[config.mk]
export PLATFORM = sky130hd
export DESIGN_NAME = gpcs_sequencer
export DESIGN_NICKNAME = d
export VERILOG_FILES = /design/src/rtl/gpcs_pkg.sv /design/src/rtl/gpcs_phase.sv /design/src/rtl/gpcs_ctrl.sv /design/src/rtl/gpcs_drive.sv /design/src/rtl/gpcs_sequencer.sv
export SDC_FILE = /design/constraint.sdc
export NUM_CORES = 1
export LEC_CHECK = 0
export ABC_AREA = 1
export BUFFER_PORTS_ARGS = -buffer_cell sky130_fd_sc_hd__buf_2
export CAP_MARGIN = 20
export CORE_ASPECT_RATIO = 1.4
export CORE_MARGIN = 2
export CORE_UTILIZATION = 27
export CTS_BUF_LIST = sky130_fd_sc_hd__clkbuf_8
export DETAILED_ROUTE_END_ITERATION = 7
export SKIP_CTS_REPAIR_TIMING = 1
export SYNTH_ARGS = -nofsm -noshare
export SYNTH_HDL_FRONTEND = slang
export SYNTH_HIERARCHICAL = 1
export SYNTH_SLANG_ARGS = --single-unit
[constraint.sdc]
create_clock -name clk2x -period 2 [get_ports clk2x]
set_input_delay 0.3 -clock clk2x [delete_from_list [all_inputs] [get_ports clk2x]]
set_output_delay 0.3 -clock clk2x [all_outputs]
set_load 0.02 [all_outputs]
[src/rtl/gpcs_pkg.sv]
package gpcs_pkg;

  typedef enum logic [1:0] {
    ST_IDLE   = 2'd0,
    ST_LEAD   = 2'd1,
    ST_SETUP  = 2'd2,
    ST_STROBE = 2'd3
  } gpcs_state_e;

endpackage

[src/rtl/gpcs_phase.sv]
module gpcs_phase (
  input  logic clk2x,
  input  logic rst_n,
  output logic ph_q
);

  logic ph_d;

  always_comb begin
    ph_d = ~ph_q;
  end

  always_ff @(posedge clk2x or negedge rst_n) begin
    if (!rst_n) ph_q <= 1'b0;
    else        ph_q <= ph_d;
  end


  ph_toggle_chk: assert property (@(posedge clk2x) disable iff (!rst_n)
    1'b1 |=> (ph_q != $past(ph_q)));

endmodule

[src/rtl/gpcs_ctrl.sv]
module gpcs_ctrl
  import gpcs_pkg::*;
#(
  parameter int BANK_W = 4,
  parameter int WAIT_W = 4
) (
  input  logic              clk2x,
  input  logic              rst_n,
  input  logic              ph_q,
  input  logic              start,
  input  logic [BANK_W-1:0] bank_in,
  input  logic              rd_in,
  input  logic [WAIT_W-1:0] wait_in,
  input  logic              relax_in,
  output gpcs_state_e       st_d,
  output logic [BANK_W-1:0] bank_d,
  output logic              rd_d,
  output logic              last_d
);

  gpcs_state_e       st_q;
  logic [WAIT_W-1:0] cnt_q, cnt_d;
  logic [BANK_W-1:0] bank_q;
  logic              rd_q, rd_nx;
  logic              relax_q, relax_d;
  logic              accept;

  always_comb begin
    st_d    = st_q;
    cnt_d   = cnt_q;
    bank_d  = bank_q;
    rd_nx   = rd_q;
    relax_d = relax_q;
    accept  = 1'b0;
    unique case (st_q)
      ST_IDLE: begin
        if (ph_q && start) begin
          accept  = 1'b1;
          st_d    = ST_LEAD;
          bank_d  = bank_in;
          rd_nx   = rd_in;
          cnt_d   = wait_in;
          relax_d = relax_in;
        end
      end
      ST_LEAD: begin
        if (ph_q) st_d = relax_q ? ST_SETUP : ST_STROBE;
      end
      ST_SETUP: begin
        if (ph_q) st_d = ST_STROBE;
      end
      ST_STROBE: begin
        if (ph_q) begin
          if (cnt_q == '0) st_d  = ST_IDLE;
          else             cnt_d = cnt_q - 1'b1;
        end
      end
      default: st_d = ST_IDLE;
    endcase
    rd_d   = rd_nx;
    last_d = (st_d == ST_STROBE) && (cnt_d == '0);
  end

  always_ff @(posedge clk2x or negedge rst_n) begin
    if (!rst_n) begin
      st_q    <= ST_IDLE;
      cnt_q   <= '0;
      bank_q  <= '0;
      rd_q    <= 1'b0;
      relax_q <= 1'b0;
    end else begin
      st_q <= st_d;
      cnt_q <= cnt_d;
      if (accept) begin
        bank_q  <= bank_d;
        rd_q    <= rd_nx;
        relax_q <= relax_d;
      end
    end
  end


  accept_boundary_chk: assert property (@(posedge clk2x) disable iff (!rst_n)
    (st_q == ST_IDLE && !ph_q) |=> (st_q == ST_IDLE));


  busy_ignore_chk: assert property (@(posedge clk2x) disable iff (!rst_n)
    (st_q == ST_STROBE && cnt_q != '0) |=> (st_q == ST_STROBE));


  strobe_whole_clock_chk: assert property (@(posedge clk2x) disable iff (!rst_n)
    (st_q == ST_STROBE && !ph_q) |=> (st_q == ST_STROBE));


  rd_hold_chk: assert property (@(posedge clk2x) disable iff (!rst_n)
    (st_q != ST_IDLE && $past(st_q) != ST_IDLE) |-> $stable(rd_q));

endmodule

[src/rtl/gpcs_drive.sv]
module gpcs_drive
  import gpcs_pkg::*;
#(
  parameter int BANKS  = 12,
  parameter int BANK_W = 4
) (
  input  logic              clk2x,
  input  logic              rst_n,
  input  logic              ph_q,
  input  gpcs_state_e       st_d,
  input  logic [BANK_W-1:0] bank_d,
  input  logic              rd_d,
  input  logic              last_d,
  output logic              addr_hold,
  output logic [BANKS-1:0]  cs_n,
  output logic              oe_n,
  output logic              we_n,
  output logic              dval,
  output logic              drv_en,
  output logic              done
);

  logic             ph_nx;
  logic             active, cs_on, strobe;
  logic [BANKS-1:0] cs_n_d;
  logic             addr_d, oe_n_d, we_n_d, dval_d, drv_d, done_d;

  always_comb begin
    ph_nx  = ~ph_q;
    active = (st_d != ST_IDLE);
    cs_on  = active && !((st_d == ST_LEAD) && !ph_nx);
    strobe = (st_d == ST_STROBE);
    addr_d = active;
    oe_n_d = !(strobe && rd_d);
    we_n_d = !(strobe && !rd_d);
    dval_d = strobe;
    drv_d  = strobe;
    done_d = last_d;
  end

  for (genvar k = 0; k < BANKS; k++) begin : g_cs
    always_comb begin
      cs_n_d[k] = !(cs_on && (bank_d == BANK_W'(k)));
    end
  end

  always_ff @(posedge clk2x or negedge rst_n) begin
    if (!rst_n) begin
      addr_hold <= 1'b0;
      cs_n      <= '1;
      oe_n      <= 1'b1;
      we_n      <= 1'b1;
      dval      <= 1'b0;
      drv_en    <= 1'b0;
      done      <= 1'b0;
    end else begin
      addr_hold <= addr_d;
      cs_n      <= cs_n_d;
      oe_n      <= oe_n_d;
      we_n      <= we_n_d;
      dval      <= dval_d;
      drv_en    <= drv_d;
      done      <= done_d;
    end
  end


  cs_single_chk: assert property (@(posedge clk2x) disable iff (!rst_n)
    $countones(~cs_n) <= 1);


  oe_we_excl_chk: assert property (@(posedge clk2x) disable iff (!rst_n)
    !(!oe_n && !we_n));


  dval_in_addr_chk: assert property (@(posedge clk2x) disable iff (!rst_n)
    dval |-> (addr_hold && drv_en));


  done_in_strobe_chk: assert property (@(posedge clk2x) disable iff (!rst_n)
    done |-> dval);


  cs_needs_addr_chk: assert property (@(posedge clk2x) disable iff (!rst_n)
    (~cs_n != '0) |-> addr_hold);

endmodule

[src/rtl/gpcs_sequencer.sv]
module gpcs_sequencer
  import gpcs_pkg::*;
#(
  parameter int BANKS  = 12,
  parameter int BANK_W = (BANKS > 1) ? $clog2(BANKS) : 1,
  parameter int WAIT_W = 4
) (
  input  logic              clk2x,
  input  logic              rst_n,
  input  logic              start,
  input  logic [BANK_W-1:0] bank,
  input  logic              rd,
  input  logic [WAIT_W-1:0] wait_st,
  input  logic              relax,
  output logic              addr_hold,
  output logic [BANKS-1:0]  cs_n,
  output logic              oe_n,
  output logic              we_n,
  output logic              dval,
  output logic              drv_en,
  output logic              done
);

  logic              ph_q;
  gpcs_state_e       st_d;
  logic [BANK_W-1:0] bank_d;
  logic              rd_d;
  logic              last_d;

  gpcs_phase u_phase (
    .clk2x (clk2x),
    .rst_n (rst_n),
    .ph_q  (ph_q)
  );

  gpcs_ctrl #(
    .BANK_W (BANK_W),
    .WAIT_W (WAIT_W)
  ) u_ctrl (
    .clk2x    (clk2x),
    .rst_n    (rst_n),
    .ph_q     (ph_q),
    .start    (start),
    .bank_in  (bank),
    .rd_in    (rd),
    .wait_in  (wait_st),
    .relax_in (relax),
    .st_d     (st_d),
    .bank_d   (bank_d),
    .rd_d     (rd_d),
    .last_d   (last_d)
  );

  gpcs_drive #(
    .BANKS  (BANKS),
    .BANK_W (BANK_W)
  ) u_drive (
    .clk2x     (clk2x),
    .rst_n     (rst_n),
    .ph_q      (ph_q),
    .st_d      (st_d),
    .bank_d    (bank_d),
    .rd_d      (rd_d),
    .last_d    (last_d),
    .addr_hold (addr_hold),
    .cs_n      (cs_n),
    .oe_n      (oe_n),
    .we_n      (we_n),
    .dval      (dval),
    .drv_en    (drv_en),
    .done      (done)
  );


  addr_start_boundary_chk: assert property (@(posedge clk2x) disable iff (!rst_n)
    $rose(addr_hold) |-> (~cs_n == '0) && oe_n && we_n);


  strobe_not_first_chk: assert property (@(posedge clk2x) disable iff (!rst_n)
    $rose(addr_hold) |=> !dval);

endmodule

---- Yosys cells after proc, flatten, opt, wreduce, memory -nomap -nowiden ----
Cells that the tools add are included.
Widths: inputs -> output; s select.
word-level totals
  input bits .............................. 13
  output and inout port bits .............. 18
  register bits after elaboration ......... 30
  word-level logic and storage cells ...... 87
cells by class
  reduce and logical (&&, ||, !) cells .... 40
  mux-type cells .......................... 17
  add/subtract/negate cells ............... 1
  equal/unequal tests ..................... 16
  bitwise logic cells ..................... 1
operators with widths
  kind                 count
  $mux 4               5
  $logic_and 1x1->1    18
  $eq 4x3->1 const B   4
  $eq 4x4->1 const B   4
  $logic_not 1->1      16
  $logic_not 4->1      3
  $mux 2               5
  $eq 4x2->1 const B   2
  $pmux 2 s4           1
  $pmux 4 s2           1
  $eq 2x2->1 const B   3
  $mux 1               5
  $eq 2x1->1 const B   2
  $eq 4x1->1 const B   1
  $sub 4x1->4 const B  1
  $reduce_and 3->1     1
  $logic_not 2->1      1
  $reduce_bool 2->1    1
  $not 1->1            1

---- Depth between registers and ports, before layout ----
  word-level depth ........................ 10
  mapped depth ............................ 13
  depth with buffers taken out ............ 12

---- By module ----
Netlist, hierarchy kept.
by module, submodules not included
  module      sequential area each (µm²)  area an instance (µm²)  cells an instance  instances
  gpcs_ctrl   300.3                       840.8                   125                1
  gpcs_drive  442.9                       630.6                   62                 1
  gpcs_phase  25.0                        28.8                    2                  1

---- Worst setup path before layout ----
Ideal clock, no wire load.
  path type ............................... register to register
  from .................................... reg u_ctrl.cnt_q[0]
  to ...................................... reg u_drive.cs_n[5]
  data required time ...................... 1.923 ns
  period minus slack after synthesis ...... 1.580 ns
  data arrival time ....................... 1.503 ns
  slack ................................... 0.420 ns
  setup time .............................. 0.077 ns
  buffers on the path ..................... 1
  cell stages (with the launch flop) ...... 14
  path through ............................ dfrtp_1 -> inv_1 -> ha_1 -> nand2_1 -> inv_1 -> nand2_1 -> nand3_1 -> nand2_1 -> nand2_1 -> nand2_1 -> inv_1 -> o21ai_2 -> buf_6 -> nand2_1
on the way
  cells in the longest elaborated chain, start to end .. 10
  elaborated cells between the ends (all ways) .. 11
  those cells by class .................... 1 x eq/ne; 3 x mux; 7 x reduce/logical
ends and longest elaborated chain
  element                 line                  source
  from (decl)             gpcs_ctrl.sv:22       logic [WAIT_W-1:0] cnt_q, cnt_d;
  from (signal assigned)  gpcs_ctrl.sv:73       cnt_q <= cnt_d;
  $logic_not 4->1 *       gpcs_ctrl.sv:54       if (cnt_q == '0) st_d = ST_IDLE;
  $mux 2 *                gpcs_ctrl.sv:54
  $mux 2 *                gpcs_ctrl.sv:53       if (ph_q) begin
  $pmux 2 s4 *            gpcs_ctrl.sv:35       unique case (st_q)
  via st_d[0]             gpcs_sequencer.sv:25  gpcs_state_e st_d;
  $eq 2x1->1              gpcs_drive.sv:31      cs_on = active && !((st_d == ST_LEAD) && !ph_nx);
  $logic_and 1x1->1       gpcs_drive.sv:31
  $logic_not 1->1         gpcs_drive.sv:31
  $logic_and 1x1->1 *     gpcs_drive.sv:31
  $logic_and 1x1->1 *     gpcs_drive.sv:43      cs_n_d[k] = !(cs_on && (bank_d == BANK_W'(k)));
  $logic_not 1->1 *       gpcs_drive.sv:43
  via u_drive.cs_n_d[5]   gpcs_drive.sv:25      logic [BANKS-1:0] cs_n_d;
  to (signal assigned)    gpcs_drive.sv:58      cs_n <= cs_n_d;
  to (decl)               gpcs_drive.sv:15      output logic [BANKS-1:0] cs_n,
The timed path passes the listed nets; every way through them passes the cells marked *.
A chain may end at the register's enable or synchronous reset.

---- Worst setup path after layout ----
  from .................................... reg u_ctrl.cnt_q[0]
  to ...................................... reg u_drive.cs_n[3]
The elaborated chain is that of the path after synthesis.

==> results.json <==
{
  "drv_cap": 0,
  "area_delta_synth_final_pct": 21.8,
  "grt_first_pass_wirelength_mm": 5.81,
  "portBuffers": 30,
  "grtUsageMet2_pct": 21.9,
  "drtIter0Drc": 28,
  "ys_ff_latch": 30,
  "grt_pass1_vias": 1300,
  "path_common_cell": "nand2_1",
  "synth.most_common_cell": "nand2_1",
  "ios": 31,
  "synth_edf_count": 0,
  "cts_buffers": 5,
  "p_leak_nw": 0.976,
  "max_freq_mhz": 550,
  "antenna_found_initial": 0,
  "postLayoutCellArea_sq_um": 1830,
  "routed_wl_mm": 3.39,
  "power.share.sequential_pct": 33.5,
  "crit_chain": "inv_1 > ha_1 > nand2_1 > inv_1 > nand2_1 > nand3_1 > nand2_1 > nand2_1 > nand2_1 > inv_1 > o21ai_2 > buf_4 > nand2_1",
  "fin_ws_ns": 0.181,
  "syn_area_sq_um": 1500,
  "ys_top_cells_by_count": "nand2_1 (76), inv_1 (25), nor2_1 (19)",
  "ys.flop_type": "dfrtp_1",
  "ys_warn_count": 6,
  "nFillCells": 600,
  "grt_busiest_layer": "met2",
  "async_reset_ff_share_pct": 100,
  "synth_area_leaders": "dfrtp_1 (27%), dfstp_2 (25%), nand2_1 (19%), inv_1 (6.3%), nand3_1 (5.3%)",
  "slowest_delay_ns": 0.42,
  "ctsRootBufferMaster": "clkbuf_8",
  "synthDistinctLibCells": 22,
  "die_y_um": 92.2,
  "ctsHtreeMaxLevel": 2,
  "status": "finished, final reports clean",
  "power.switching_mw": 1.23,
  "max_slew_margin_pct": 56.1,
  "viasPerCell": 4.29,
  "setup-violations-final": 0,
  "grt_max_degree": 31,
  "worstPathArrival_ns": 2.03,
  "slew_violations": 0,
  "min_period_ns": 1.82,
  "grt-ovfl-total": 0,
  "met3_usage_pct": 3.31,
  "fin_cells": 295,
  "vdd_drop_max_mv": 0.650,
  "num_antenna_cells": 0,
  "std_cell_rows": 32,
  "fin_worst_skew_ns": 0.00852,
  "endpoint_kind": "register",
  "final_layout_size_suffix_gt1_share_pct": 27.8,
  "tightest_slew_ns": 0.659,
  "wire_per_inst_um": 11.5,
  "cp.required_ns": 2.21,
  "track_usage_pct": 12.8,
  "drc": 0,
  "rsz0062_at_grt": "false",
  "place_ws_ns": 0.193,
  "regArea_sq_um": 768,
  "finalHoldViolCount": 0,
  "nets": 244,
  "p_sw_share_pct": 44.5,
  "placed_cells": 287,
  "yosysTopAreaCell": "dfrtp_1",
  "hold_class": "input pin to async pin",
  "share_comb_of_total_power_pct": 48.0,
  "core_sq_um": 5450,
  "cts_tree": "yes",
  "routabilityCongestion": 0.896,
  "cts.sink_count": 30,
  "min_period_over_period_pct": 91.0,
  "initial_core_util_pct": 27.6,
  "grtUsageMet1_pct": 13.4,
  "p_int_mw": 1.53,
  "cp_slowest_cell": "dfrtp_1",
  "cts_max_path_buffers": 2,
  "syn_avg_cell_area_sq_um": 7.94,
  "path_class": "register to register",
  "dieArea_sq_um": 6180,
  "multi_input_area_sq_um": 609,
  "crit_fanout": 9,
  "yosysSeqAreaShare_pct": 51.2,
  "synth_top_area_share_pct": 26.7,
  "antenna_left": 0,
  "die_w_um": 67,
  "synth_nets": 207,
  "startpoint_type": "register",
  "post-dp-hpwl_mm": 2.61,
  "clock_power_share_pct": 18.5,
  "drt-pass1-iter-count": 4,
  "clkTransAtPathRegs_ns": 0.07,
  "clk_latency_ns": 0.28,
  "netlist_instances": 189,
  "dpl-instance-area_sq_um": 1730,
  "setup-tns-final_ns": 0,
  "vias": 1266,
  "powerDensity_nw_per_um2": 1510
}
==> final timing paths <==
kind                                   from          endpoint  slack [ns]  depth (start not counted)
max in group asynchronous             rst_n  u_ctrl/bank_q[0]        1.52                          1
min                                   rst_n    u_drive/drv_en        0.04                          1
max reg2reg                 u_ctrl/cnt_q[0]   u_drive/cs_n[3]        0.18                         13
min in group clk2x                    relax    u_ctrl/relax_q        0.23                          3
max                         u_ctrl/cnt_q[0]   u_drive/cs_n[3]        0.18                         13
min reg2reg                u_ctrl/bank_q[2]  u_ctrl/bank_q[2]        0.46                          2
==> area by class of cell <==
class / count / share of cell area (%)
Sequential cell: 30 / 42.1
Multi-Input combinational cell: 130 / 33.4
Timing Repair Buffer: 32 / 9.04
Inverter: 27 / 5.68
Tap cell: 68 / 4.66
Clock buffer: 6 / 4.52
Clock inverter: 2 / 0.685
==> power by group through the flow <==
stage,Clock (mW),Sequential (mW),Combinational (mW)
3_5_place_dp,0,0.932,1.33
2_1_floorplan,0,1.01,0.904
6_report,0.509,0.924,1.32
3_3_place_gp,0,0.931,1.30
5_1_grt,0.557,0.945,1.54
4_1_cts,0.530,0.925,1.34
==> worst max-delay path, delay by kind of cell, from the launching register on <==
kind / cells / cell delay (ns)
simple gates: 7 / 0.51
flops: 1 / 0.42
buf+inv: 4 / 0.40
compound gates: 1 / 0.18
fa+ha+maj: 1 / 0.23
==> routing by layer <==
| metal | share of wire [%] | vias to the layer above |
|---|---|---|
| met3 | 4.2 | 15 |
| met4 | 3.9 | 0 |
| met1 | 37 | 574 |
| met2 | 54 | 33 |
| met5 | 0 | - |
| li1 | - | 644 |
==> flip-flops by register name, summed over array words and instances, names as in the netlist <==
signal / cells
u_ctrl/cnt_q: 4
u_drive/we_n: 1
u_ctrl/bank_q: 4
u_drive/oe_n: 1
u_drive/addr_hold: 1
u_drive/done: 1
u_ctrl/st_q: 2
u_drive/cs_n: 12
u_drive/drv_en: 1
u_ctrl/rd_q: 1
u_phase/ph_q: 1
u_ctrl/relax_q: 1
==> cell families (layout without fill, tap and decap cells) <==
family / count (synthesis) / count (layout) / synth area share, %
adder cells (fa/ha/maj): 5 / 5 / 4.17
AND/OR/NAND/NOR: 118 / 118 / 33.6
buffers and inverters: 29 / 67 / 8.17
flip-flops: 30 / 30 / 51.2
AO/OA/AOI/OAI: 7 / 7 / 2.84
==> stage by stage <==
step           hold WS (ns)  util (%)  power (mW)
2_1_floorplan       0.00441         -        1.92
3_3_place_gp          0.363      31.8        2.24
3_5_place_dp          0.372      31.8        2.26
4_1_cts              0.0653      33.5        2.79
5_1_grt              0.0942      33.5        3.04
6_report             0.0389      33.5        2.76
==> layout by cell type (no fill, tap or decap) <==
master      instances
a21oi_1             3
a21oi_2             1
buf_2              30
buf_4               2
clkbuf_8            6
clkinv_1            1
clkinv_2            1
clkinvlp_4          1
dfrtp_1            16
dfstp_2            14
ha_1                5
inv_1              25
inv_4               1
nand2_1            76
nand2_2             1
nand2_4             1
nand3_1            16
nand4_1             1
nor2_1             19
nor2_2              1
nor2_4              1
nor2_8              1
o21ai_0             2
o21ai_2             1
or2_2               1
No activity file was read; power rests on OpenSTA's default activity.
